## src/rtl/adc_seq_pkg.sv

```systemverilog
package adc_seq_pkg;
  localparam int RES_W = 10;
  localparam int LO_W  = 8;
  localparam int CH_W  = 3;
  localparam int REG_W = 8;

  localparam logic [1:0] A_CTL    = 2'd0;
  localparam logic [1:0] A_STAT   = 2'd1;
  localparam logic [1:0] A_RES_LO = 2'd2;
  localparam logic [1:0] A_RES_HI = 2'd3;

  typedef enum logic [1:0] {MD_ONCE_A = 2'b00, MD_ONCE_B = 2'b01,
                            MD_LOOP = 2'b10, MD_STEP = 2'b11} seq_mode_e;
  typedef enum logic [1:0] {ST_IDLE, ST_RUN, ST_WAIT, ST_PAUSE} seq_st_e;
  typedef enum logic [1:0] {PH_IDLE, PH_SMP, PH_CNV} core_ph_e;
  typedef enum logic [1:0] {NX_IDLE, NX_RUN, NX_WAIT} nx_kind_e;

  typedef struct packed {
    nx_kind_e          kind;
    logic [CH_W-1:0]   chan;
  } nx_t;

  // Trial code: accepted bits so far plus the bit under test.
  function automatic logic [RES_W-1:0] sar_trial(input logic [RES_W-1:0] acc,
                                                 input int unsigned step);
    sar_trial = acc | (RES_W'(1) << (RES_W - 1 - step));
  endfunction

  // Register view of the accumulator for the chosen resolution.
  function automatic logic [RES_W-1:0] fmt_result(input logic [RES_W-1:0] acc,
                                                  input logic full);
    fmt_result = full ? acc : (acc >> (RES_W - LO_W));
  endfunction

  // Decision taken after a finished conversion.
  function automatic nx_t next_step(input seq_mode_e md, input logic [CH_W-1:0] cur,
                                    input logic [CH_W-1:0] first,
                                    input logic [CH_W-1:0] last);
    nx_t r;
    logic [CH_W-1:0] up;
    up = cur + 1'b1;
    r.chan = (cur == last) ? first : up;
    case (md)
      MD_LOOP: r.kind = NX_RUN;
      MD_STEP: r.kind = NX_WAIT;
      default: r.kind = (cur == last) ? NX_IDLE : NX_RUN;
    endcase
    return r;
  endfunction
endpackage

```

## src/rtl/adc_edge_det.sv

```systemverilog
module adc_edge_det #(
  parameter bit RISING = 1'b1
) (
  input  logic clk,
  input  logic rst_n,
  input  logic din,
  output logic pulse
);
  logic q;

  always_ff @(posedge clk) begin
    if (!rst_n) q <= !RISING;
    else        q <= din;
  end

  generate
    if (RISING) begin : g_rise
      assign pulse = din & ~q;
    end else begin : g_fall
      assign pulse = ~din & q;
    end
  endgenerate
endmodule

```

## src/rtl/adc_sar_core.sv

```systemverilog
module adc_sar_core import adc_seq_pkg::*; #(
  parameter int SAMPLE_CYC = 60,
  parameter int CONV_CYC   = 98
) (
  input  logic             clk,
  input  logic             rst_n,
  input  logic             start,
  input  logic             abort,
  input  logic             res_full,
  input  logic             cmp_hi,
  output logic             sampling,
  output logic             busy,
  output logic             done,
  output logic [RES_W-1:0] acc,
  output logic [RES_W-1:0] trial
);
  localparam int CONV_LEN = CONV_CYC - SAMPLE_CYC;
  localparam int CW       = $clog2(CONV_CYC + 1);

  core_ph_e        ph;
  logic [CW-1:0]   cnt;
  logic            full_q;
  logic            seen_q;
  logic [CW-1:0]   nbits;
  logic            step_act;

  assign nbits    = full_q ? CW'(RES_W) : CW'(LO_W);
  assign step_act = (ph == PH_CNV) && (cnt < nbits);
  assign trial    = step_act ? sar_trial(acc, int'(cnt)) : acc;
  assign sampling = (ph == PH_SMP);
  assign busy     = (ph != PH_IDLE);
  assign done     = (ph == PH_CNV) && (cnt == CW'(CONV_LEN - 1));

  always_ff @(posedge clk) begin
    if (!rst_n) begin
      ph <= PH_IDLE; cnt <= '0; full_q <= 1'b0; seen_q <= 1'b0; acc <= '0;
    end else if (abort) begin
      ph <= PH_IDLE;
    end else if (start) begin
      ph <= PH_SMP; cnt <= '0; full_q <= res_full; seen_q <= 1'b0; acc <= '0;
    end else begin
      case (ph)
        PH_SMP: begin
          if (cnt == CW'(SAMPLE_CYC - 1)) begin
            ph <= PH_CNV; cnt <= '0; seen_q <= 1'b1;
          end else cnt <= cnt + 1'b1;
        end
        PH_CNV: begin
          if (step_act && cmp_hi) acc <= trial;
          if (done) ph <= PH_IDLE;
          else      cnt <= cnt + 1'b1;
        end
        default: ;
      endcase
    end
  end


  smp_before_cnv_chk: assert property (@(posedge clk) disable iff (!rst_n)
    done |-> seen_q);


  lo_res_chk: assert property (@(posedge clk) disable iff (!rst_n)
    (done && !full_q) |-> (acc[RES_W-LO_W-1:0] == '0));
endmodule

```

## src/rtl/adc_seq_ctrl.sv

```systemverilog
module adc_seq_ctrl import adc_seq_pkg::*; #(
  parameter int SAMPLE_CYC = 60,
  parameter int CONV_CYC   = 98
) (
  input  logic             clk,
  input  logic             rst_n,
  input  logic [1:0]       bus_addr,
  input  logic             bus_wr,
  input  logic [REG_W-1:0] bus_wdata,
  output logic [REG_W-1:0] bus_rdata,
  input  logic             ext_trig_n,
  input  logic             tmr_trig,
  input  logic             cmp_hi,
  output logic [RES_W-1:0] trial_code,
  output logic             sample_en,
  output logic [CH_W-1:0]  chan_sel,
  output logic             irq
);
  seq_st_e         st_q;
  seq_mode_e       mode_q;
  logic [CH_W-1:0] first_q, last_q, chan_q;
  logic            busy_q, int_q, inte_q, paus_q, s10_q;
  logic [1:0]      src_q;
  logic [RES_W-1:0] result_q;

  logic ext_fall, tmr_rise;
  logic core_busy, core_done, core_start;
  logic [RES_W-1:0] core_acc;

  adc_edge_det #(.RISING(1'b0)) u_ext (.clk(clk), .rst_n(rst_n), .din(ext_trig_n), .pulse(ext_fall));
  adc_edge_det #(.RISING(1'b1)) u_tmr (.clk(clk), .rst_n(rst_n), .din(tmr_trig),   .pulse(tmr_rise));

  // Named internal events
  logic wr_ctl, wr_stat, wr_res_hi, sw_trig, trig_any, abort_ev, int_clr;
  logic accept, stall, release_ev, advance;
  nx_t  nx;

  assign wr_ctl     = bus_wr && (bus_addr == A_CTL);
  assign wr_stat    = bus_wr && (bus_addr == A_STAT);
  assign wr_res_hi  = bus_wr && (bus_addr == A_RES_HI);
  assign sw_trig    = wr_stat && bus_wdata[1];
  assign trig_any   = sw_trig | (src_q[0] & ext_fall) | (src_q[1] & tmr_rise);
  assign abort_ev   = wr_stat && busy_q && mode_q[1] && !bus_wdata[7];
  assign int_clr    = wr_stat && !bus_wdata[6];
  assign accept     = !abort_ev && trig_any && (st_q == ST_IDLE || st_q == ST_WAIT);
  assign stall      = core_done && int_q && !int_clr;
  assign release_ev = (st_q == ST_PAUSE) && int_clr;
  assign advance    = !abort_ev && ((core_done && !stall) || release_ev);
  assign nx         = next_step(mode_q, chan_q, first_q, last_q);
  assign core_start = accept || (advance && nx.kind == NX_RUN);

  adc_sar_core #(.SAMPLE_CYC(SAMPLE_CYC), .CONV_CYC(CONV_CYC)) u_core (
    .clk(clk), .rst_n(rst_n), .start(core_start), .abort(abort_ev),
    .res_full(s10_q), .cmp_hi(cmp_hi), .sampling(sample_en), .busy(core_busy),
    .done(core_done), .acc(core_acc), .trial(trial_code));

  assign chan_sel = (accept && st_q == ST_IDLE) ? first_q : chan_q;
  assign irq      = int_q & inte_q;

  always_ff @(posedge clk) begin
    if (!rst_n) begin
      st_q <= ST_IDLE; mode_q <= MD_ONCE_A; first_q <= '0; last_q <= '0; chan_q <= '0;
      busy_q <= 1'b0; int_q <= 1'b0; inte_q <= 1'b0; paus_q <= 1'b0; s10_q <= 1'b0;
      src_q <= '0; result_q <= '0;
    end else begin
      if (wr_ctl) begin
        mode_q  <= seq_mode_e'(bus_wdata[7:6]);
        first_q <= bus_wdata[5:3];
        last_q  <= bus_wdata[2:0];
      end
      if (wr_res_hi) s10_q <= bus_wdata[7];
      if (wr_stat) begin
        inte_q <= bus_wdata[5];
        src_q  <= bus_wdata[3:2];
      end
      if (core_done) result_q <= fmt_result(core_acc, s10_q);
      if (core_done)    int_q <= 1'b1;
      else if (int_clr) int_q <= 1'b0;

      if (abort_ev) begin
        busy_q <= 1'b0; st_q <= ST_IDLE; paus_q <= 1'b0;
      end else begin
        if (stall)        paus_q <= 1'b1;
        else if (int_clr) paus_q <= 1'b0;
        if (accept) begin
          busy_q <= 1'b1; st_q <= ST_RUN;
          if (st_q == ST_IDLE) chan_q <= first_q;
        end else if (stall) begin
          st_q <= ST_PAUSE;
        end else if (advance) begin
          case (nx.kind)
            NX_IDLE: begin busy_q <= 1'b0; st_q <= ST_IDLE; end
            NX_WAIT: begin st_q <= ST_WAIT; chan_q <= nx.chan; end
            default: begin st_q <= ST_RUN;  chan_q <= nx.chan; end
          endcase
        end
      end
    end
  end

  always_comb begin
    case (bus_addr)
      A_CTL:    bus_rdata = {mode_q, first_q, last_q};
      A_STAT:   bus_rdata = {busy_q, int_q, inte_q, paus_q, src_q, 2'b00};
      A_RES_LO: bus_rdata = result_q[LO_W-1:0];
      default:  bus_rdata = {s10_q, {(REG_W-1-(RES_W-LO_W)){1'b0}}, result_q[RES_W-1:LO_W]};
    endcase
  end


  int_set_chk: assert property (@(posedge clk) disable iff (!rst_n)
    core_done |=> int_q);


  pause_hold_chk: assert property (@(posedge clk) disable iff (!rst_n)
    paus_q |-> !core_busy);


  idle_quiet_chk: assert property (@(posedge clk) disable iff (!rst_n)
    !busy_q |-> !core_busy);


  abort_stop_chk: assert property (@(posedge clk) disable iff (!rst_n)
    abort_ev |=> (!busy_q && !sample_en));
endmodule

```

## config.mk

```make
export PLATFORM = sky130hd
export DESIGN_NAME = adc_seq_ctrl
export DESIGN_NICKNAME = d
export VERILOG_FILES = /design/src/rtl/adc_seq_pkg.sv /design/src/rtl/adc_edge_det.sv /design/src/rtl/adc_sar_core.sv /design/src/rtl/adc_seq_ctrl.sv
export SDC_FILE = /design/constraint.sdc
export NUM_CORES = 1
export LEC_CHECK = 0
export CORE_UTILIZATION = 33
export DETAILED_ROUTE_END_ITERATION = 6
export SLEW_MARGIN = 10
export SYNTH_ARGS = -nofsm -noshare
export SYNTH_HDL_FRONTEND = slang
export SYNTH_SLANG_ARGS = --single-unit
```

## constraint.sdc

```tcl
create_clock -name clk -period 2.9 [get_ports clk]
set_input_delay 0.29 -clock clk [delete_from_list [all_inputs] [get_ports clk]]
set_output_delay 0.29 -clock clk [all_outputs]
set_load 0.01 [all_outputs]
```

After elaboration in Yosys (flattened, before gate mapping) --
Cells that the tools add are included.
Operators by class: multiplexer cells 35, bitwise logic cells 12, shift-type cells 1, order comparisons 1, reduce and logical (&&, ||, !) cells 51, eq/ne operators 22, add/sub/neg operators 3
Operator list (count):
- $mux 10 | 5
- $shl 1x32->10 const A | 1
- $pmux 8 s3 | 1
- $mux 3 | 7
- $mux 7 | 3
- $logic_and 1x1->1 | 20
- $eq 2x2->1 const B | 8
- $reduce_bool 2->1 | 8
- $reduce_and 3->1 | 5
- $eq 7x6->1 const B | 2
- $pmux 7 s2 | 1
- $pmux 2 s2 | 3
- $mux 1 | 10
- $mux 2 | 5
- $or 10x10->10 | 1
- $sub 4x7->8 const A | 1
- $add 7x1->7 const B | 1
- $lt 7x7->1 | 1
- $eq 2x1->1 const B | 3
- $logic_not 2->1 | 3
- $ne 2x2->1 const B | 3
- $ne 3x3->1 const B | 2
- $reduce_bool 3->1 | 2
- $reduce_or 3->1 | 2
- 12 further kinds | 27
Storage, ports and cells: logic and storage cells 145, input bits 16, register bits after elaboration 52, output and inout bits 23

Logic depth before layout (Yosys ltp) --
depth after elaboration 13, depth in mapped cells 9, gate-level depth less buffers 8

By module --
From an unflattened synthesis, not the netlist that was laid out.
Unflattened totals: cell total of the unflattened synthesis 328, area total of the unflattened synthesis 2855.2 µm²
Modules (own cells, without submodules):
- adc_seq_ctrl | cells each 188, instances 1, sequential area each 600.6 µm², area an instance 1592.8 µm²
- adc_sar_core | cells each 134, instances 1, sequential area each 400.4 µm², area an instance 1189.9 µm²
- adc_edge_det at u_tmr | cells each 3, instances 1, sequential area each 20.0 µm², area an instance 40.0 µm²
- adc_edge_det at u_ext | cells each 3, instances 1, sequential area each 20.0 µm², area an instance 32.5 µm²

Worst setup path before layout --
OpenSTA, ideal clock, no wires.
path kind flip-flop to output port, from register u_core.cnt[1], to output trial_code[6], required time 2610 ps, buffers on the path 0, arrival time 1854 ps, cell stages (with the launch flop) 6, setup slack 756 ps, cell sequence dfxtp_1 > inv_1 > ha_1 > mux2_2 > or3b_1 > o31ai_1
On the way: word-level cells in the longest chain between the ends 4, elaborated cells on any way between the ends 6, those cells by class 1 x add/sub; 1 x order compare; 1 x shift; 1 x mux; 1 x bitwise; 1 x reduce/logical
Ends and longest elaborated chain:
- start: declaration | RTL line adc_sar_core.sv:21 | logic [CW-1:0] cnt;
- start signal: assignment | RTL line adc_sar_core.sv:46 | end else cnt <= cnt + 1'b1;
- start signal: assignment | RTL line adc_sar_core.sv:51 | else cnt <= cnt + 1'b1;
- $sub 4x7->8 | RTL line adc_seq_pkg.sv:26 | sar_trial = acc | (RES_W'(1) << (RES_W - 1 - step));
- $shl 1x32->10 | RTL line adc_seq_pkg.sv:26
- $or 10x10->10 | RTL line adc_seq_pkg.sv:26
- $mux 10 * | RTL line adc_sar_core.sv:29 | assign trial = step_act ? sar_trial(acc, int'(cnt)) : acc;
- end: declaration | RTL line adc_seq_ctrl.sv:14 | output logic [RES_W-1:0] trial_code,
Mark *: on every way between the ends. The rest lies on a longest branch, timed or not.

Worst setup path in the final report --
from register u_core.cnt[1], to output trial_code[5]
The elaborated chain is that of the path after synthesis.

==> results.toml <==
[status]
status = "completed"

[final_layout]
post-route-util = 0.433
final_area_sq_um = 3600
fin_nets = 406
layout_common_cells = "nand2_1, dfxtp_1, clkdlybuf4s50_1, buf_4, nor2_1"
syn_to_final_growth_pct = 26.1
register_area_sq_um = 1040
fillerInstances = 818
diodes = 0
final_common_cell = "nand2_1"
drive_above_1_share = 0.142
multiInputGateArea_sq_um = 1720

[cts]
hold_buffers = 0
htreeDepth = 2
clk_path_buf_depth = 2
cts_root_buf = "clkbuf_8"
numCtsBuffers = 5
clkTransAtPathRegs_ns = 0.10
postCtsSetupRepairBufs = 0
cts.sinks = 52
clk_latency_ns = 0.31
cts_tree = "done"

[synthesis]
synth_edf_count = 0
yosysTopAreaCellShare = 0.365
synth_flop_cell = "dfxtp_1"
yosys.area_share.simple = 0.242
synth_top_family_by_area = "simple AND/OR/NAND/NOR gates"
ys_seq_area_frac = 0.365
ys_warn_count = 0
async_flop_share = 0
synthAdderAreaFrac = 0.0219
synthMuxAreaShare = 0.0917
synth_cell_type_count = 58
syn_area_sq_um = 2850
syn-num-nets = 355
synthTopCellsByArea = "dfxtp_1, nand2_1, mux2i_1"
synth_area_per_cell_sq_um = 8.54
syn_inst = 334
synth_xor_area_frac = 0.00921
yosysTopAreaCell = "dfxtp_1"
ys_ff_latch = 52
synth_compound_area_frac = 0.235

[floorplan]
fp-row-count = 33
die_width_um = 95.0
io_pins = 39
die_h_um = 95.0
die-area_sq_um = 9020
initial_utilization = 0.344
core_area_sq_um = 8300

[timing]
slew_violations = 0
rsz0062_at_grt = "false"
setup_violations = 0
clock.fmax_ghz = 0.364
holdWs_ns = 0.482
fin_skew_ns = 0.00441
hold_viol = 0
setup-tns-final_ns = 0
timing.slew.headroom = 0.631
fin_crit_sh = 0.947
fin_crit_ns = 2.75
tightest_slew_ns = 0.546

[worst_setup_path]
reg2reg_to = "u_core.cnt[5]$_SDFFE_PN0P_"
required_ns = 2.61
cp_max_fo = 5
slowest_delay_ns = 0.56
r2r-start = "u_core.cnt[1]$_SDFFE_PN0P_"
worst_setup_path_end_kind = "output pin"
r2r_slack_ns = 0.57
cp_num_buf_inv = 2
ff2ff_path_depth = 8
cp.arrival_ns = 2.46
crit_path_start_kind = "flop"
crit_chain = "inv_1 -> ha_1 -> mux2_2 -> or3b_4 -> o21bai_1 -> clkdlybuf4s50_1"
critical-path-top-delay-family = "buffers and inverters"
crit_path_top_delay_cell = "clkdlybuf4s50_1"
worstSetupPathType = "flop to output pin"

[global_route]
antenna_found_initial = 0
grt_pass1_vias = 2450
track_usage = 0.177
grt_max_degree = 23
grt_pass1_wl_mm = 12.4
overflow = 0

[route]
drc = 0
drtIter0Drc = 140
totalWireLength_mm = 7.46
wire_per_inst_um = 15.2
drt-pass1-iter-count = 4
ant_nets = 0
via_per_inst = 5.27
num_vias = 2588

[min_path]
hold_path_class = "flop to flop"
holdPathEnd = "result_q[8]$_SDFFE_PN0N_"
hp-start = "result_q[8]$_SDFFE_PN0N_"
hold_depth = 2

[place]
dp_hpwl_mm = 5.72
placed_area_sq_um = 3460
io_buffers = 38
place_congestion = 0.842

[job]
cap_viol_max_count = 0

[power_and_ir_drop]
peakVddDrop_mv = 0.263
power_uw = 1460
leakage_uw = 0.00141
powerDensity_nw_per_um2 = 406
[cell usage after synthesis, drive strengths merged, types with 2 or more instances]
master	number
or3	3
o31ai	5
o211a	8
nand3	16
o211ai	2
nand4b	2
dfxtp	52
nor3b	2
nand2b	4
o21bai	4
nand2	53
mux2	7
a21boi	15
nand4	3
nor2b	4
a31oi	2
mux2i	16
o21ai	14
inv	10
buf	6
a21o	5
ha	5
and2	4
o22ai	3
nor4	4
xnor2	3
nand3b	2
nor3	7
clkbuf	10
a22o	2
and3	3
nor4bb	2
a21oi	21
a22oi	2
nor2	20
[where the power goes]
part	switching [uW]	total, uW	internal (uW)
registers	13.5	741	727
logic	97.6	186	88.5
clock network	253	535	283
total	364	1460	1100
[routing by layer]
metal / track usage / vias up / wire length, um
met5: 0 / - / 0
met4: 0.0391 / 0 / 67
met3: 0.0258 / 8 / 260
met2: 0.274 / 43 / 3330
met1: 0.256 / 1228 / 3800
li1: - / 1309 / -
[registers in the layout, summed over array words and instances (netlist names), 3 cells and up]
signal,count
result_q,10
first_q,3
u_core.cnt,7
last_q,3
chan_q,3
u_core.acc,10
[layout make-up]
cell class / instances / area share
timing repair buffer: 60 / 0.151
clock inverter: 2 / 0.0108
multi-input combinational: 256 / 0.479
clock buffer: 6 / 0.0230
sequential: 52 / 0.289
tap: 105 / 0.0365
inverter: 10 / 0.0104
[metrics by stage]
| step | cells | setup slack (ns) |
|---|---|---|
| floorplan | 334 | 0.756 |
| global placement | 483 | 0.176 |
| detailed placement | 483 | 0.163 |
| CTS | 491 | 0.0975 |
| global route | 491 | 0.0121 |
| finish | 491 | 0.152 |
[cells by family (layout without fill, tap and decap cells)]
| logic type | count (synthesis) | count (layout) |
|---|---|---|
| simple gates | 133 | 133 |
| xor+xnor | 3 | 3 |
| mux | 24 | 24 |
| buf+inv | 26 | 78 |
| flops | 52 | 52 |
| fa+ha+maj | 5 | 5 |
| compound gates | 91 | 91 |
[repair_timing]
action	CTS	global route
setup endpoints to repair	2	8
hold endpoints to repair	0	0
resized for setup	2	3
[how the worst max path moves through the flow]
stage	startpoint	endpoint	cells past startpoint
6_report	u_core.cnt[1]$_SDFFE_PN0P_	trial_code[5]	6
5_1_grt	u_core.cnt[1]$_SDFFE_PN0P_	trial_code[9]	6
4_1_cts	u_core.cnt[1]$_SDFFE_PN0P_	trial_code[5]	6
3_5_place_dp	tmr_trig	chan_sel[1]	7
3_3_place_gp	tmr_trig	chan_sel[1]	7
2_1_floorplan	u_core.cnt[1]$_SDFFE_PN0P_	trial_code[6]	5
[worst reg2reg max path: stages (launching register included)]
cell,delay [ns]
dfxtp_1,0.34
inv_1,0.07
ha_1,0.20
and4b_1,0.22
and3_4,0.26
o2111a_2,0.37
a211oi_4,0.36
nand2b_2,0.17
o311ai_2,0.26
Power figures use the tool's default switching activity.
